<file path="src/rtl/rxr_pkg.sv">
// Shared definitions for the receive ring tracker.
// Assumes a 32-bit register data path; control field positions are fixed here.
package rxr_pkg;
    localparam int DATA_W = 32;

    // Register select codes on the write port.
    typedef enum logic [1:0] {
        RA_BASE   = 2'd0,
        RA_SIZE   = 2'd1,
        RA_CTRL   = 2'd2,
        RA_FINISH = 2'd3
    } rxr_addr_e;

    // Control word bit positions.
    localparam int CB_SRST  = 0;
    localparam int CB_IRQEN = 1;
    localparam int CB_THREN = 2;
    localparam int CB_THR   = 3;
    localparam int CB_OVF   = 31;
endpackage

</file>
<file path="src/rtl/rxr_regs.sv">
// Software-visible configuration for the ring: base, entry count, control.
// Decodes the finish address into a one-cycle retire strobe.
// Assumes one write per cycle; the threshold field is CNT_W bits wide.
module rxr_regs
    import rxr_pkg::*;
#(
    parameter int ADDR_W   = 32,
    parameter int CNT_W    = 16,
    parameter int DEF_SIZE = 16
) (
    input  logic              clk,
    input  logic              rst_n,
    input  logic              we,
    input  logic [1:0]        addr,
    input  logic [DATA_W-1:0] wdata,
    input  logic              ovf,
    output logic [ADDR_W-1:0] base,
    output logic [CNT_W-1:0]  size,
    output logic              srst,
    output logic              irq_en,
    output logic              thr_en,
    output logic [CNT_W-1:0]  thr,
    output logic              finish_stb,
    output logic [DATA_W-1:0] ctrl_word
);
    localparam int THR_HI = CB_THR + CNT_W - 1;

    logic [CNT_W-1:0] thr_in;
    assign thr_in = wdata[THR_HI:CB_THR];

    // Base address register.
    always_ff @(posedge clk) begin
        if (!rst_n)
            base <= '0;
        else if (we && addr == RA_BASE)
            base <= wdata[ADDR_W-1:0];
    end

    // Ring entry count register.
    always_ff @(posedge clk) begin
        if (!rst_n)
            size <= CNT_W'(DEF_SIZE);
        else if (we && addr == RA_SIZE)
            size <= wdata[CNT_W-1:0];
    end

    // Control fields; a zero threshold forces the threshold enable off.
    always_ff @(posedge clk) begin
        if (!rst_n) begin
            srst   <= 1'b0;
            irq_en <= 1'b0;
            thr_en <= 1'b0;
            thr    <= '0;
        end else if (we && addr == RA_CTRL) begin
            srst   <= wdata[CB_SRST];
            irq_en <= wdata[CB_IRQEN];
            thr_en <= wdata[CB_THREN] && (thr_in != '0);
            thr    <= thr_in;
        end
    end

    // Finish writes become a retire strobe in the same cycle.
    assign finish_stb = we && (addr == RA_FINISH);

    // Control readback assembly.
    always_comb begin
        ctrl_word                 = '0;
        ctrl_word[CB_SRST]        = srst;
        ctrl_word[CB_IRQEN]       = irq_en;
        ctrl_word[CB_THREN]       = thr_en;
        ctrl_word[THR_HI:CB_THR]  = thr;
        ctrl_word[CB_OVF]         = ovf;
    end

    // a stored threshold enable never goes with a zero threshold.
    a_r7_thr_zero_off: assert property (@(posedge clk) disable iff (!rst_n)
        !(thr_en && thr == '0));
    // a control write with a zero threshold leaves the enable clear.
    a_r7_write_zero: assert property (@(posedge clk) disable iff (!rst_n)
        (we && addr == RA_CTRL && thr_in == '0) |=> !thr_en);
endmodule

</file>
<file path="src/rtl/rxr_index.sv">
// One ring index with its wrap flag.
// Advances by one per strobe, returns to zero after size-1 and toggles the flag.
// Assumes size is 1..2**IDX_W and is not changed while the index is live.
module rxr_index #(
    parameter int CNT_W = 16,
    parameter int IDX_W = CNT_W - 1
) (
    input  logic             clk,
    input  logic             rst_n,
    input  logic             clr,
    input  logic             adv,
    input  logic [CNT_W-1:0] size,
    output logic [IDX_W-1:0] idx,
    output logic             wrap
);
    localparam int PAD = CNT_W - IDX_W;

    logic [CNT_W-1:0] last;
    logic             at_last;

    assign last    = size - CNT_W'(1);
    assign at_last = ({{PAD{1'b0}}, idx} == last);

    // Index and wrap flag update.
    always_ff @(posedge clk) begin
        if (!rst_n || clr) begin
            idx  <= '0;
            wrap <= 1'b0;
        end else if (adv) begin
            if (at_last) begin
                idx  <= '0;
                wrap <= ~wrap;
            end else begin
                idx  <= idx + IDX_W'(1);
            end
        end
    end

    // stepping off the last slot returns to zero with the flag toggled.
    a_r3_wrap: assert property (@(posedge clk) disable iff (!rst_n)
        (adv && !clr && at_last) |=> (idx == '0 && wrap != $past(wrap)));
    // an ordinary step moves up by one and keeps the flag.
    a_r3_step: assert property (@(posedge clk) disable iff (!rst_n)
        (adv && !clr && !at_last) |=> (idx == $past(idx) + IDX_W'(1) && $stable(wrap)));
endmodule

</file>
<file path="src/rtl/rxr_occupancy.sv">
// Derives fill level, empty/full flags and the interrupt from the two indices.
// Pure combinational; assumes both indices are below the entry count.
module rxr_occupancy #(
    parameter int CNT_W = 16,
    parameter int IDX_W = CNT_W - 1
) (
    input  logic             clk,
    input  logic             rst_n,
    input  logic [CNT_W-1:0] size,
    input  logic [IDX_W-1:0] wr_idx,
    input  logic             wr_wrap,
    input  logic [IDX_W-1:0] rd_idx,
    input  logic             rd_wrap,
    input  logic             irq_en,
    input  logic             thr_en,
    input  logic [CNT_W-1:0] thr,
    output logic [CNT_W-1:0] avail,
    output logic             empty,
    output logic             full,
    output logic             irq
);
    localparam int PAD = CNT_W - IDX_W;

    logic [CNT_W-1:0] wr_ext, rd_ext;
    logic             same_idx, same_wrap;

    assign wr_ext    = {{PAD{1'b0}}, wr_idx};
    assign rd_ext    = {{PAD{1'b0}}, rd_idx};
    assign same_idx  = (wr_idx == rd_idx);
    assign same_wrap = (wr_wrap == rd_wrap);

    // Fill level and boundary flags.
    always_comb begin
        empty = same_idx && same_wrap;
        full  = same_idx && !same_wrap;
        if (same_wrap)
            avail = wr_ext - rd_ext;
        else
            avail = size - rd_ext + wr_ext;
    end

    // Interrupt condition: plain non-empty or threshold-gated.
    always_comb begin
        if (!irq_en)
            irq = 1'b0;
        else if (thr_en)
            irq = (avail >= thr);
        else
            irq = !empty;
    end

    // the ring is never both empty and full.
    a_r4_excl: assert property (@(posedge clk) disable iff (!rst_n)
        !(empty && full));
    // a full ring reports the whole entry count.
    a_r4_full_count: assert property (@(posedge clk) disable iff (!rst_n)
        full |-> (avail == size));
    // the interrupt needs the enable.
    a_r10_gate: assert property (@(posedge clk) disable iff (!rst_n)
        irq |-> irq_en);
endmodule

</file>
<file path="src/rtl/rxring_tracker.sv">
// Receive descriptor ring tracker for one CPU port.
// Holds base, size and control registers, the write and read indices,
// a sticky overflow flag, and drives the status words, next-descriptor
// address and interrupt. Push and finish are judged on the state before
// the edge, so a push into a full ring is dropped even if a finish lands
// in the same cycle.
module rxring_tracker
    import rxr_pkg::*;
#(
    parameter int ADDR_W     = 32,
    parameter int CNT_W      = 16,
    parameter int DEF_SIZE   = 16,
    parameter int DESC_SHIFT = 4
) (
    input  logic              clk,
    input  logic              rst_n,
    input  logic              prod_push,
    input  logic              reg_we,
    input  logic [1:0]        reg_addr,
    input  logic [31:0]       reg_wdata,
    output logic [31:0]       base_o,
    output logic [15:0]       size_o,
    output logic [31:0]       ctrl_o,
    output logic [31:0]       ptr_stat_o,
    output logic [31:0]       ring_stat_o,
    output logic [31:0]       cur_ptr_o,
    output logic              irq_o
);
    localparam int IDX_W  = CNT_W - 1;
    localparam int ZPAD_W = DATA_W - 2 - CNT_W;

    logic [ADDR_W-1:0] base;
    logic [CNT_W-1:0]  size, thr, avail;
    logic              srst, irq_en, thr_en, finish_stb;
    logic [DATA_W-1:0] ctrl_word;
    logic [IDX_W-1:0]  wr_idx, rd_idx;
    logic              wr_wrap, rd_wrap;
    logic              empty, full, irq;
    logic              ovf;
    logic              push_ok, pop_ok;

    rxr_regs #(
        .ADDR_W   (ADDR_W),
        .CNT_W    (CNT_W),
        .DEF_SIZE (DEF_SIZE)
    ) u_regs (
        .clk        (clk),
        .rst_n      (rst_n),
        .we         (reg_we),
        .addr       (reg_addr),
        .wdata      (reg_wdata),
        .ovf        (ovf),
        .base       (base),
        .size       (size),
        .srst       (srst),
        .irq_en     (irq_en),
        .thr_en     (thr_en),
        .thr        (thr),
        .finish_stb (finish_stb),
        .ctrl_word  (ctrl_word)
    );

    // Accept a push or a retire only when the ring is live and has room/content.
    assign push_ok = prod_push && !full && !srst;
    assign pop_ok  = finish_stb && !empty && !srst;

    rxr_index #(.CNT_W(CNT_W), .IDX_W(IDX_W)) u_wr (
        .clk   (clk),
        .rst_n (rst_n),
        .clr   (srst),
        .adv   (push_ok),
        .size  (size),
        .idx   (wr_idx),
        .wrap  (wr_wrap)
    );

    rxr_index #(.CNT_W(CNT_W), .IDX_W(IDX_W)) u_rd (
        .clk   (clk),
        .rst_n (rst_n),
        .clr   (srst),
        .adv   (pop_ok),
        .size  (size),
        .idx   (rd_idx),
        .wrap  (rd_wrap)
    );

    rxr_occupancy #(.CNT_W(CNT_W), .IDX_W(IDX_W)) u_occ (
        .clk     (clk),
        .rst_n   (rst_n),
        .size    (size),
        .wr_idx  (wr_idx),
        .wr_wrap (wr_wrap),
        .rd_idx  (rd_idx),
        .rd_wrap (rd_wrap),
        .irq_en  (irq_en),
        .thr_en  (thr_en),
        .thr     (thr),
        .avail   (avail),
        .empty   (empty),
        .full    (full),
        .irq     (irq)
    );

    // Sticky overflow: set by a push into a full ring, cleared by any reset.
    always_ff @(posedge clk) begin
        if (!rst_n || srst)
            ovf <= 1'b0;
        else if (prod_push && full)
            ovf <= 1'b1;
    end

    // Output packing.
    assign base_o      = base;
    assign size_o      = size;
    assign ctrl_o      = ctrl_word;
    assign ptr_stat_o  = {rd_wrap, rd_idx, wr_wrap, wr_idx};
    assign ring_stat_o = {full, empty, {ZPAD_W{1'b0}}, avail};
    assign cur_ptr_o   = base + (ADDR_W'(rd_idx) << DESC_SHIFT);
    assign irq_o       = irq;

    // a push into a full ring leaves the write side still and raises overflow.
    a_r6_no_overflow: assert property (@(posedge clk) disable iff (!rst_n)
        (full && prod_push && !srst) |=> (ovf && $stable(wr_idx) && $stable(wr_wrap)));
    // overflow stays set until a reset.
    a_r6_sticky: assert property (@(posedge clk) disable iff (!rst_n)
        (ovf && !srst) |=> ovf);
    // a finish against an empty ring moves nothing.
    a_r5_empty_finish: assert property (@(posedge clk) disable iff (!rst_n)
        (empty && finish_stb && !srst) |=> ($stable(rd_idx) && $stable(rd_wrap)));
    // soft reset clears the ring state at the next edge.
    a_r8_soft_reset: assert property (@(posedge clk) disable iff (!rst_n)
        srst |=> (wr_idx == '0 && rd_idx == '0 && !wr_wrap && !rd_wrap && !ovf));
endmodule

</file>
<file path="config.mk">
export PLATFORM = sky130hd
export DESIGN_NAME = rxring_tracker
export DESIGN_NICKNAME = d
export VERILOG_FILES = /design/src/rtl/rxr_pkg.sv /design/src/rtl/rxr_regs.sv /design/src/rtl/rxr_index.sv /design/src/rtl/rxr_occupancy.sv /design/src/rtl/rxring_tracker.sv
export SDC_FILE = /design/constraint.sdc
export NUM_CORES = 1
export LEC_CHECK = 0
export BUFFER_PORTS_ARGS = -buffer_cell sky130_fd_sc_hd__buf_2
export CORE_MARGIN = 2
export CORE_UTILIZATION = 45
export CTS_CLUSTER_SIZE = 24
export DETAILED_ROUTE_END_ITERATION = 10
export HOLD_SLACK_MARGIN = 0.12
export PLACE_DENSITY = 0.67
export SLEW_MARGIN = 0
export SYNTH_ARGS = -nofsm -noshare
export SYNTH_HDL_FRONTEND = slang
export SYNTH_SLANG_ARGS = --single-unit
</file>
<file path="constraint.sdc">
create_clock -name clk -period 6.2 [get_ports clk]
set_input_delay 0.31 -clock clk [delete_from_list [all_inputs] [get_ports clk]]
set_output_delay 0.31 -clock clk [all_outputs]
set_load 0.005 [all_outputs]
</file>
==> run metrics <==
placed inst area 9580 um^2; final core utilization 0.526; Yosys cell types 70; post-CTS setup buffers 0; routability cong. 0.933; Antenna diodes 0; Pwr per Cell Area 164 nW/um^2; CTS Buf Count 9; Core Footprint 18,800 um^2; Total GRT Usage 0.285; largest net degree at the start of global routing 69; initial antenna violation count 0; fillers 1,849; clk_lat worst skew 360 ps; Std-Cell Rows 50; Final Instance Area 9880 um^2; clock-pin transition on the worst setup and hold timing paths 80 ps; root buf cell clkbuf_16; vias in the first global route 7,873; endpoints failing setup 0; reg2reg setup slack 2250 ps; Min-Delay Path Class in2reg; Hold Crit Endpoint u_regs.base[28]; DR WL/cell 19.0 um; area leader, netlist dfxtp_1; Total Power 1.62 mW; Final period util 0.834; Async SR Flop Fraction 0; Main synth FF type dfxtp_1; post-synthesis register bit count 100; Max Cap Viol 0; min-delay src reg_wdata[28]; cts hold-fix bufs 0; CTS tree done; CP startpoint kind register; Placed Cells 1,508; share of layout cells above drive strength 1 0.191; Slowest-stage cell, CP fa_1; RSZ-0062 raised after global routing no; minimum clock period 5170 ps; maximum vdd drop 126 uV; Die ar. 20,300 um^2; Via density 5.54; Mapped Cells 1,133; leakage power 4.51 nW; Seq/Total Area, Yosys 0.232; antenna-violating nets left 0; critical path class reg2out; fmax 0.193 GHz; max incr delay on CP 550 ps; sequential cell area 2000 um^2; post_cts resized 0; R2R depth 9; max_slew headroom 0.250; initial detailed-routing violation count 496; Yosys top cell area share 0.232; H-tree depth 3; Overflow after GRT 0; final WL 28.9 mm; synth warn 0; WP data required 5890 ps; I/O Pins 215; Port Buffer Count 188; final-stage net count 1,404; Die Wd 143 um; fin cells 1,524; Worst Tran Pin Value 1120 ps; Longest Clk Path Bufs 2; data arrival time of the worst path 4860 ps; max-slew violation count 0; footprint of the multi-input gates 5910 um^2; hold path depth 3; # clock sinks 100; via count 8,449; Avg Cell Area, Syn 7.62 um^2; Mapped Area 8630 um^2; Setup crit end kind primary output; most frequent cells in the layout 188 x buf_2, 178 x nand2_1, 100 x inv_1, 100 x dfxtp_1, 69 x nor2_1; Final Skew 9.73 ps; commonest non-fill, non-tap cell in the layout buf_2; setup TNS 0 ps; die extent in y 143 um; global-route wire length before repair 44.7 mm; FF-to-FF Start u_rd.idx[3]; Final HPWL DP 23.0 mm; Initial Utilization 0.460; Final Hold Vio Count 0; Synth area leaders dfxtp_1 23%, ha_1 9.3%, nand2_1 7.7%; Area growth, synth to finish 14.5%; terminus of the critical flop-to-flop path u_rd.idx[1]; status completed; Crit Path Max Fanout 9; DRC Markers 0; number of synthesized flops with an enable pin 0; CP bufs+invs 3; Cell Chain, Critical Path inv_1 > fa_1 > inv_1 > ha_1 > and3_1 > a211oi_1 > o211ai_1 > a31oi_1 > xor2_1 > mux2i_1 > ha_1 > a21o_1 > nand2_1 > nand3b_1 > a31oi_1 > nor3b_1 > nand4_1 > o21ai_0 > buf_2; 1st-pass router iterations 5; Top Family by Delay on Critical Path compound AO/OA/AOI/OAI gates
-- per-layer routing --
metal / up-vias / wire length, um / global-route usage
li1: 4117 / - / -
met1: 3956 / 12700 / 0.381
met2: 331 / 13200 / 0.468
met3: 45 / 2260 / 0.0495
met4: 0 / 799 / 0.0938
met5: - / 0 / 0
-- kinds of logic (layout without fill, tap and decap cells) --
| kind of cell | Yosys count | after routing | share of synthesized area |
|---|---|---|---|
| other | 1 | 26 | 0.000434 |
| muxes | 6 | 6 | 0.00696 |
| and+or+nand+nor | 416 | 416 | 0.229 |
| DFF | 100 | 100 | 0.232 |
| buffers and inverters | 181 | 313 | 0.0968 |
| AOI/OAI and AO/OA | 254 | 254 | 0.202 |
| adders and majority gates | 81 | 81 | 0.132 |
| xor gates and xnor gates | 94 | 94 | 0.101 |
-- worst register-to-register path, delay by kind of cell, from the launching register on --
kind / cells / cell delay [ps]
buffers and inverters: 1 / 360
adder cells (fa/ha/maj): 1 / 440
flip-flops: 1 / 560
AND/OR/NAND/NOR: 5 / 1100
AO/OA/AOI/OAI: 2 / 1330
-- state kept, by name, indices dropped and copies added (netlist names), 15 cells and up --
signal       cells
u_wr.idx        15
u_regs.base     32
u_rd.idx        15
u_regs.size     16
u_regs.thr      16
-- cells in the mapped netlist, types with 33 or more instances --
cell	n
xnor2_1	68
clkbuf_1	37
nor2_1	69
dfxtp_1	100
nand2_1	178
ha_1	64
a21boi_0	67
a21oi_1	44
buf_4	38
inv_1	100
o21ai_0	37
nand3_1	33
-- report_power, final --
group | total [mW] | switching [mW] | internal [mW]
logic | 0.364 | 0.206 | 0.157
clock network | 0.575 | 0.282 | 0.292
registers | 0.684 | 0.0260 | 0.658
total | 1.62 | 0.515 | 1.11
-- per-stage QoR --
step | worst slack, ps | hold WS (ps)
4_1_cts | 1070 | 186
3_5_place_dp | 1470 | 469
3_3_place_gp | 1550 | 464
6_report | 1030 | 193
5_1_grt | 601 | 197
2_1_floorplan | 1770 | 448
-- worst max path at each step --
stage | from | to | slack (ps) | cells past startpoint
2_1_floorplan | u_regs.size[2] | irq_o | 1770 | 19
3_3_place_gp | u_regs.size[4] | irq_o | 1550 | 19
3_5_place_dp | u_regs.size[5] | irq_o | 1470 | 19
4_1_cts | u_regs.size[5] | irq_o | 1070 | 19
5_1_grt | u_regs.size[5] | irq_o | 600 | 19
6_report | u_regs.size[5] | irq_o | 1030 | 19
-- cell type report --
type / instances / share of cell area
sequential: 100 / 0.203
clock inverter: 6 / 0.00595
clock buffer: 10 / 0.0242
inverter: 101 / 0.0384
multi-input combinational: 877 / 0.598
tap: 234 / 0.0296
timing repair buffer: 196 / 0.101
Power figures use the tool's default switching activity.
